===== config.mk =====
export PLATFORM = sky130hd
export DESIGN_NAME = irq_seq
export DESIGN_NICKNAME = d
export VERILOG_FILES = /design/src/rtl/irq_seq_pkg.sv /design/src/rtl/irq_seq_arb.sv /design/src/rtl/irq_seq_vaddr.sv /design/src/rtl/irq_seq.sv
export SDC_FILE = /design/constraint.sdc
export NUM_CORES = 1
export LEC_CHECK = 0
export BUFFER_PORTS_ARGS = -buffer_cell sky130_fd_sc_hd__buf_4
export CAP_MARGIN = 0
export CORE_MARGIN = 8
export CORE_UTILIZATION = 49
export CTS_CLUSTER_SIZE = 25
export DETAILED_ROUTE_END_ITERATION = 16
export HOLD_SLACK_MARGIN = 0.15
export PLACE_DENSITY_LB_ADDON = 0.15
export SYNTH_ARGS = -nofsm -noshare
export SYNTH_HDL_FRONTEND = slang
export SYNTH_HIERARCHICAL = 1
export SYNTH_SLANG_ARGS = --single-unit
export TNS_END_PERCENT = 5

===== constraint.sdc =====
create_clock -name clk_i -period 2.3 [get_ports clk_i]
set_clock_uncertainty 0.1 [all_clocks]
set_input_delay 0.115 -clock clk_i [delete_from_list [all_inputs] [get_ports clk_i]]
set_output_delay 0.115 -clock clk_i [all_outputs]
set_load 0.01 [all_outputs]

===== src/rtl/irq_seq_pkg.sv =====
package irq_seq_pkg;

    typedef enum logic [3:0] {
        S_IDLE,
        S_PFL,
        S_PCS,
        S_PIP,
        S_PEC,
        S_ROFF,
        S_RSEG,
        S_LSEG,
        S_OIP,
        S_OCS,
        S_OFL,
        S_LFL
    } st_e;

    typedef enum logic [1:0] {
        ACT_NONE,
        ACT_ENTER,
        ACT_RET
    } act_e;

endpackage


===== src/rtl/irq_seq_arb.sv =====
module irq_seq_arb
    import irq_seq_pkg::*;
#(
    parameter logic [7:0] NMI_VEC = 8'd2
) (
    input  logic       swi_i,
    input  logic       iret_i,
    input  logic       nmi_i,
    input  logic       intr_i,
    input  logic       mask_ok_i,
    input  logic [7:0] swi_vec_i,
    input  logic [7:0] intr_vec_i,
    output act_e       act_o,
    output logic [7:0] vec_o
);

    // Commands of the finishing instruction first, then NMI, then INTR.
    always_comb begin
        act_o = ACT_NONE;
        vec_o = 8'd0;
        if (swi_i) begin
            act_o = ACT_ENTER;
            vec_o = swi_vec_i;
        end else if (iret_i) begin
            act_o = ACT_RET;
        end else if (nmi_i) begin
            act_o = ACT_ENTER;
            vec_o = NMI_VEC;
        end else if (intr_i && mask_ok_i) begin
            act_o = ACT_ENTER;
            vec_o = intr_vec_i;
        end
    end

endmodule


===== src/rtl/irq_seq_vaddr.sv =====
module irq_seq_vaddr #(
    parameter int AW = 16
) (
    input  logic [7:0]    vec_i,
    input  logic          pmode_i,
    output logic [AW-1:0] addr_o
);

    localparam int SH_REAL = 2;  // 4-byte entries
    localparam int SH_PROT = 3;  // 8-byte entries

    logic [AW-1:0] vec_w;
    assign vec_w  = AW'(vec_i);
    assign addr_o = pmode_i ? (vec_w << SH_PROT) : (vec_w << SH_REAL);

endmodule


===== src/rtl/irq_seq.sv =====
module irq_seq
    import irq_seq_pkg::*;
#(
    parameter int            DW      = 16,
    parameter int            AW      = 16,
    parameter logic [15:0]   SP_RST  = 16'h1000,
    parameter logic [15:0]   CS_RST  = 16'hF000,
    parameter logic [15:0]   IP_RST  = 16'hFFF0,
    parameter logic [15:0]   FL_RST  = 16'h0002,
    parameter int            IF_BIT  = 9,
    parameter logic [7:0]    NMI_VEC = 8'd2
) (
    input  logic          clk_i,
    input  logic          rst_ni,
    input  logic          bnd_i,
    input  logic [DW-1:0] next_ip_i,
    input  logic          swi_i,
    input  logic [7:0]    swi_vec_i,
    input  logic          iret_i,
    input  logic          nmi_i,
    input  logic          intr_i,
    input  logic [7:0]    intr_vec_i,
    input  logic          sti_i,
    input  logic          cli_i,
    input  logic          ec_vld_i,
    input  logic [DW-1:0] ec_i,
    input  logic          pmode_i,
    output logic          busy_o,
    output logic          mem_req_o,
    output logic          mem_we_o,
    output logic [AW-1:0] mem_addr_o,
    output logic [DW-1:0] mem_wdata_o,
    input  logic [DW-1:0] mem_rdata_i,
    output logic [DW-1:0] flags_o,
    output logic [DW-1:0] cs_o,
    output logic [DW-1:0] ip_o,
    output logic [AW-1:0] sp_o
);

    localparam int            WB    = DW / 8;
    localparam logic [AW-1:0] WSTEP = AW'(WB);

    typedef struct packed {
        st_e           st;
        logic [DW-1:0] fl;
        logic [DW-1:0] cs;
        logic [DW-1:0] ip;
        logic [AW-1:0] sp;
        logic [DW-1:0] sav_fl;
        logic [DW-1:0] sav_ip;
        logic [DW-1:0] ec;
        logic          ecv;
        logic [AW-1:0] tab;
    } seq_s;

    seq_s seq_d, seq_q;

    act_e          act;
    logic [7:0]    vec;
    logic [AW-1:0] tab_addr;
    logic          mask_ok;
    logic [DW-1:0] fl_upd;

    // CLI acts at its own boundary; STI only from the next one on.
    assign mask_ok = seq_q.fl[IF_BIT] && !cli_i;

    always_comb begin
        fl_upd = seq_q.fl;
        if (sti_i) fl_upd[IF_BIT] = 1'b1;
        if (cli_i) fl_upd[IF_BIT] = 1'b0;
    end

    irq_seq_arb #(.NMI_VEC(NMI_VEC)) u_arb (
        .swi_i      (swi_i),
        .iret_i     (iret_i),
        .nmi_i      (nmi_i),
        .intr_i     (intr_i),
        .mask_ok_i  (mask_ok),
        .swi_vec_i  (swi_vec_i),
        .intr_vec_i (intr_vec_i),
        .act_o      (act),
        .vec_o      (vec)
    );

    irq_seq_vaddr #(.AW(AW)) u_vaddr (
        .vec_i   (vec),
        .pmode_i (pmode_i),
        .addr_o  (tab_addr)
    );

    always_comb begin
        seq_d       = seq_q;
        mem_req_o   = 1'b0;
        mem_we_o    = 1'b0;
        mem_addr_o  = '0;
        mem_wdata_o = '0;
        case (seq_q.st)
            S_IDLE: begin
                if (bnd_i) begin
                    case (act)
                        ACT_ENTER: begin
                            seq_d.sav_fl         = fl_upd;
                            seq_d.sav_ip         = next_ip_i;
                            seq_d.fl             = fl_upd;
                            seq_d.fl[IF_BIT]     = 1'b0;
                            seq_d.ec             = ec_i;
                            seq_d.ecv            = ec_vld_i;
                            seq_d.tab            = tab_addr;
                            seq_d.st             = S_PFL;
                        end
                        ACT_RET: seq_d.st = S_OIP;
                        default: begin
                            seq_d.fl = fl_upd;
                            seq_d.ip = next_ip_i;
                        end
                    endcase
                end
            end
            S_PFL, S_PCS, S_PIP, S_PEC: begin
                mem_req_o  = 1'b1;
                mem_we_o   = 1'b1;
                mem_addr_o = seq_q.sp - WSTEP;
                seq_d.sp   = seq_q.sp - WSTEP;
                case (seq_q.st)
                    S_PFL: begin
                        mem_wdata_o = seq_q.sav_fl;
                        seq_d.st    = S_PCS;
                    end
                    S_PCS: begin
                        mem_wdata_o = seq_q.cs;
                        seq_d.st    = S_PIP;
                    end
                    S_PIP: begin
                        mem_wdata_o = seq_q.sav_ip;
                        seq_d.st    = seq_q.ecv ? S_PEC : S_ROFF;
                    end
                    default: begin
                        mem_wdata_o = seq_q.ec;
                        seq_d.st    = S_ROFF;
                    end
                endcase
            end
            S_ROFF: begin
                mem_req_o  = 1'b1;
                mem_addr_o = seq_q.tab;
                seq_d.st   = S_RSEG;
            end
            S_RSEG: begin
                mem_req_o  = 1'b1;
                mem_addr_o = seq_q.tab + WSTEP;
                seq_d.ip   = mem_rdata_i;
                seq_d.st   = S_LSEG;
            end
            S_LSEG: begin
                seq_d.cs = mem_rdata_i;
                seq_d.st = S_IDLE;
            end
            S_OIP, S_OCS, S_OFL: begin
                mem_req_o  = 1'b1;
                mem_addr_o = seq_q.sp;
                seq_d.sp   = seq_q.sp + WSTEP;
                case (seq_q.st)
                    S_OIP: seq_d.st = S_OCS;
                    S_OCS: begin
                        seq_d.ip = mem_rdata_i;
                        seq_d.st = S_OFL;
                    end
                    default: begin
                        seq_d.cs = mem_rdata_i;
                        seq_d.st = S_LFL;
                    end
                endcase
            end
            S_LFL: begin
                seq_d.fl = mem_rdata_i;
                seq_d.st = S_IDLE;
            end
            default: seq_d.st = S_IDLE;
        endcase
    end

    always_ff @(posedge clk_i) begin
        if (!rst_ni) begin
            seq_q        <= '0;
            seq_q.st     <= S_IDLE;
            seq_q.fl     <= DW'(FL_RST);
            seq_q.cs     <= DW'(CS_RST);
            seq_q.ip     <= DW'(IP_RST);
            seq_q.sp     <= AW'(SP_RST);
        end else begin
            seq_q <= seq_d;
        end
    end

    assign busy_o  = (seq_q.st != S_IDLE);
    assign flags_o = seq_q.fl;
    assign cs_o    = seq_q.cs;
    assign ip_o    = seq_q.ip;
    assign sp_o    = seq_q.sp;

    logic wr_now;
    logic idle_bnd;
    assign wr_now   = mem_req_o && mem_we_o;
    assign idle_bnd = bnd_i && !busy_o;

    AST_ENTRY_IF_CLEAR: assert property (@(posedge clk_i) disable iff (!rst_ni)
        (seq_q.st == S_PFL) |-> !flags_o[IF_BIT]);

    AST_PUSH_DESCEND: assert property (@(posedge clk_i) disable iff (!rst_ni)
        (wr_now && $past(wr_now)) |-> (mem_addr_o == $past(mem_addr_o) - WSTEP));

    AST_POP_ASCEND: assert property (@(posedge clk_i) disable iff (!rst_ni)
        (seq_q.st == S_OCS || seq_q.st == S_OFL) |-> (mem_addr_o == $past(mem_addr_o) + WSTEP));

    AST_TABLE_ALIGN: assert property (@(posedge clk_i) disable iff (!rst_ni)
        (seq_q.st == S_ROFF) |-> (mem_addr_o[1:0] == 2'b00));

    AST_MASKED_HELD: assert property (@(posedge clk_i) disable iff (!rst_ni)
        (idle_bnd && intr_i && !nmi_i && !swi_i && !iret_i && (cli_i || !flags_o[IF_BIT]))
        |=> !busy_o);

    AST_ENABLE_LATE: assert property (@(posedge clk_i) disable iff (!rst_ni)
        (idle_bnd && sti_i && !flags_o[IF_BIT] && !nmi_i && !swi_i && !iret_i)
        |=> !busy_o);

    AST_NMI_TAKEN: assert property (@(posedge clk_i) disable iff (!rst_ni)
        (idle_bnd && nmi_i) |=> busy_o);

    AST_QUIET_OFF_BOUNDARY: assert property (@(posedge clk_i) disable iff (!rst_ni)
        (!bnd_i && !busy_o) |=> (!busy_o && $stable(ip_o) && $stable(sp_o)));

endmodule


==> impl_metrics.env <==
export IMPL_status="finished, violations left"
export IMPL_violations="setup timing"
export IMPL_p_leak_uw=0.00433
export IMPL_layout_setup_ws_ns=-0.215
export IMPL_post_route_drc_count=0
export IMPL_grt_pass1_vias=7149
export IMPL_top_layer_used="met4"
export IMPL_num_nets_final=1255
export IMPL_synth_edf_count=0
export IMPL_hold_ws_ns=0.161
export IMPL_synth_cells=982
export IMPL_min_period_over_period_pct=109
export IMPL_antenna_found_initial=1
export IMPL_drt_iter0_markers=635
export IMPL_grt_usage_pct=23.9
export IMPL_numCtsBuffers=17
export IMPL_met1_length_um=10800
export IMPL_fin_cells=1377
export IMPL_ant_nets=0
export IMPL_fmax_ghz=0.398
export IMPL_core_region_area_mm2=0.0150
export IMPL_dp_hpwl_um=16200
export IMPL_yosysUniqueCellTypes=64
export IMPL_grt_max_degree=49
export IMPL_rsz0062_at_grt="true"
export IMPL_critPathKind="reg -> out"
export IMPL_cap_violations=0
export IMPL_first_pass_iters=5
export IMPL_placed_area_mm2=0.00872
export IMPL_place_congestion=0.868
export IMPL_routed_wl_um=23700
export IMPL_root_buffer="clkbuf_16"
export IMPL_critPathArrivalTime_ns=2.30
export IMPL_cts_tree="done"
export IMPL_clock_sinks=132
export IMPL_required_ns=2.09
export IMPL_seq_area_frac_synth_pct=35.6
export IMPL_slew_viol_final=0
export IMPL_ys_seq_elements=132
export IMPL_startpoint_type="flop"
export IMPL_insertion_delay_ns=0.42
export IMPL_gr_total_overflow=0
export IMPL_final_util_pct=69.1
export IMPL_hold_path_class="in -> reg"
export IMPL_synth_async_reset_ratio_pct=0
export IMPL_avgSynthCellArea_um2=7.56
export IMPL_clk_path_buf_depth=2
export IMPL_cts_max_level=4
export IMPL_yosysWarnings=6
export IMPL_path_common_cell="buf_4"
export IMPL_slowest_delay_ns=0.54
export IMPL_worst_setup_path_end_kind="output port"
export IMPL_fp_dieW_um=139
export IMPL_cp_cell_sequence="or4_4 -> buf_4 -> buf_6 -> o31a_4 -> o22ai_4 -> o311ai_4 -> buf_4"
export IMPL_power_total_uw=9260
export IMPL_wl_per_cell_um=17.2
export IMPL_drive_gt1_share_pct=30.2
export IMPL_rows=45
export IMPL_start_util_pct=49.4
export IMPL_area_growth_pct=39.9
export IMPL_io_pin_count=174
export IMPL_vdd_ir_drop_max_v=0.000587
export IMPL_cpMaxStageDelayCell="or4_4"
export IMPL_port_buffers=172
export IMPL_power_density_mw_per_mm2=891
export IMPL_route_met3_wl_um=1900
export IMPL_setup_viol=9
export IMPL_grt_pass1_wl_um=37800
export IMPL_crit_path_max_fanout=4
export IMPL_viasPerCell=5.46
export IMPL_synthFlopType="dfxtp_1"
export IMPL_period_needed_ns=2.51
export IMPL_syn_area_mm2=0.00743
export IMPL_final_area_mm2=0.0104
export IMPL_wl_met2_um=10700
export IMPL_clk_pin_slew_ns=0.06
export IMPL_fp_dieH_um=139
export IMPL_placed_cells=1272
export IMPL_die_area_mm2=0.0194
export IMPL_vias=7523
export IMPL_hold_viol=0
## synthesized netlist by cell type (9+ instances only)
library cell | n | area share [%]
nor2_1 | 92 | 4.6
nor2b_1 | 20 | 1.7
mux2_2 | 16 | 2.4
buf_4 | 71 | 7.2
nand3_1 | 14 | 0.94
a211oi_1 | 18 | 1.8
a22oi_1 | 22 | 2.2
clkbuf_1 | 49 | 2.5
nor3_1 | 17 | 1.1
nand2_1 | 198 | 10
o21ai_0 | 30 | 2.0
nand4_1 | 10 | 0.84
xnor2_1 | 13 | 1.5
mux2i_1 | 22 | 3.0
inv_1 | 9 | 0.45
dfxtp_1 | 132 | 36
buf_2 | 15 | 1.0
a21oi_1 | 115 | 7.7
## cells by family after synthesis
logic type / count (synthesis) / synth area share [%]
mux: 45 / 6.81
compound gates: 237 / 19.4
buf+inv: 153 / 11.8
xor+xnor: 18 / 2.12
simple gates: 390 / 23.4
fa+ha+maj: 5 / 0.842
flops: 132 / 35.6
other cells: 2 / 0.101
## flip-flops by register name, summed over array words and instances (netlist names)
| signal | cells |
|---|---|
| seq_q | 69 |
| cs_o | 16 |
| flags_o | 16 |
| ip_o | 16 |
| sp_o | 15 |
## worst paths after layout
check | startpoint | to | slack [ns] | cells after the start
worst max-delay path | sp_o[8] | mem_addr_o[13] | -0.21 | 7
worst min register to register | seq_q[34] | seq_q[34] | 0.35 | 2
worst max register to register | flags_o[9] | ip_o[2] | 0.01 | 11
worst min-delay path | intr_vec_i[3] | seq_q[5] | 0.16 | 5
## layout by cell type (no fill, tap or decap), types with 4 or more instances in the layout
master         netlist  final
mux2_2              16     16
nor2_2               0      5
buf_4               71    228
mux2_4               7      7
mux2i_1             22     21
buf_12               0      9
a211oi_2             0      4
dlygate4sd3_1        0     68
nor2_1              92     87
a21oi_1            115    112
a31oi_1              5      5
ha_1                 5      4
nand3b_1             4      4
buf_6                2      6
conb_1               2      8
a32o_1               8      8
xor2_1               5      5
nor2b_1             20     16
o211ai_1             5      5
clkbuf_16            0     17
o21ai_0             30     16
dfxtp_1            132    122
a22oi_1             22     20
dfxtp_2              0      7
a211oi_1            18     14
o22ai_1              7      4
inv_1                9      9
nand2_1            198    197
nand3_1             14     12
nand4_1             10     10
o21ai_1              1     14
nor4_1               6      5
xnor2_1             13     13
nor3_1              17     13
o21a_1               5      5
## worst max-delay path, delay by kind of cell, from the launching register on
kind            cells  cell delay [ns]
compound gates      3             0.59
flops               1             0.31
simple gates        1             0.54
buf+inv             3             0.44
## layer usage
metal / vias to the layer above / track usage [%]
li1: 3704 / -
met4: 0 / 7.80
met1: 3514 / 32.1
met2: 280 / 36.5
met3: 25 / 6.51
met5: - / 0
## final cells by class
class | instances | area (µm²)
well taps | 188 | 235
multi-input cells | 703 | 4190
inverters | 10 | 38.8
flip-flops and latches | 132 | 2660
clock buffers | 22 | 474
clock inverters | 10 | 146
repair buffers | 311 | 2640
diodes | 1 | 2.50
fillers | 1213 | 4640
## what timing repair did
action,4_1_cts,5_1_grt
buffers inserted,3,1
pin swaps,7,6
hold buffers,68,0
setup endpoints to repair,48,52
gates resized for setup,44,57
gates cloned,0,0
hold endpoints to repair,94,0
## through the flow
stage                     setup TNS [ns]  worst slack (ns)
after CTS                          -1.53            -0.265
final                              -1.06            -0.215
after floorplan                        0            0.0235
after detailed placement           -2.16            -0.200
after global routing               -3.87            -0.281
after global placement             -1.98            -0.162
## where the power goes
group	switching [µW]	leakage (µW)	internal (µW)
sequential	198	0.00108	2500
clock	1050	0.000301	1800
combinational	1910	0.00295	1800
(Power assumes the default switching activity.)
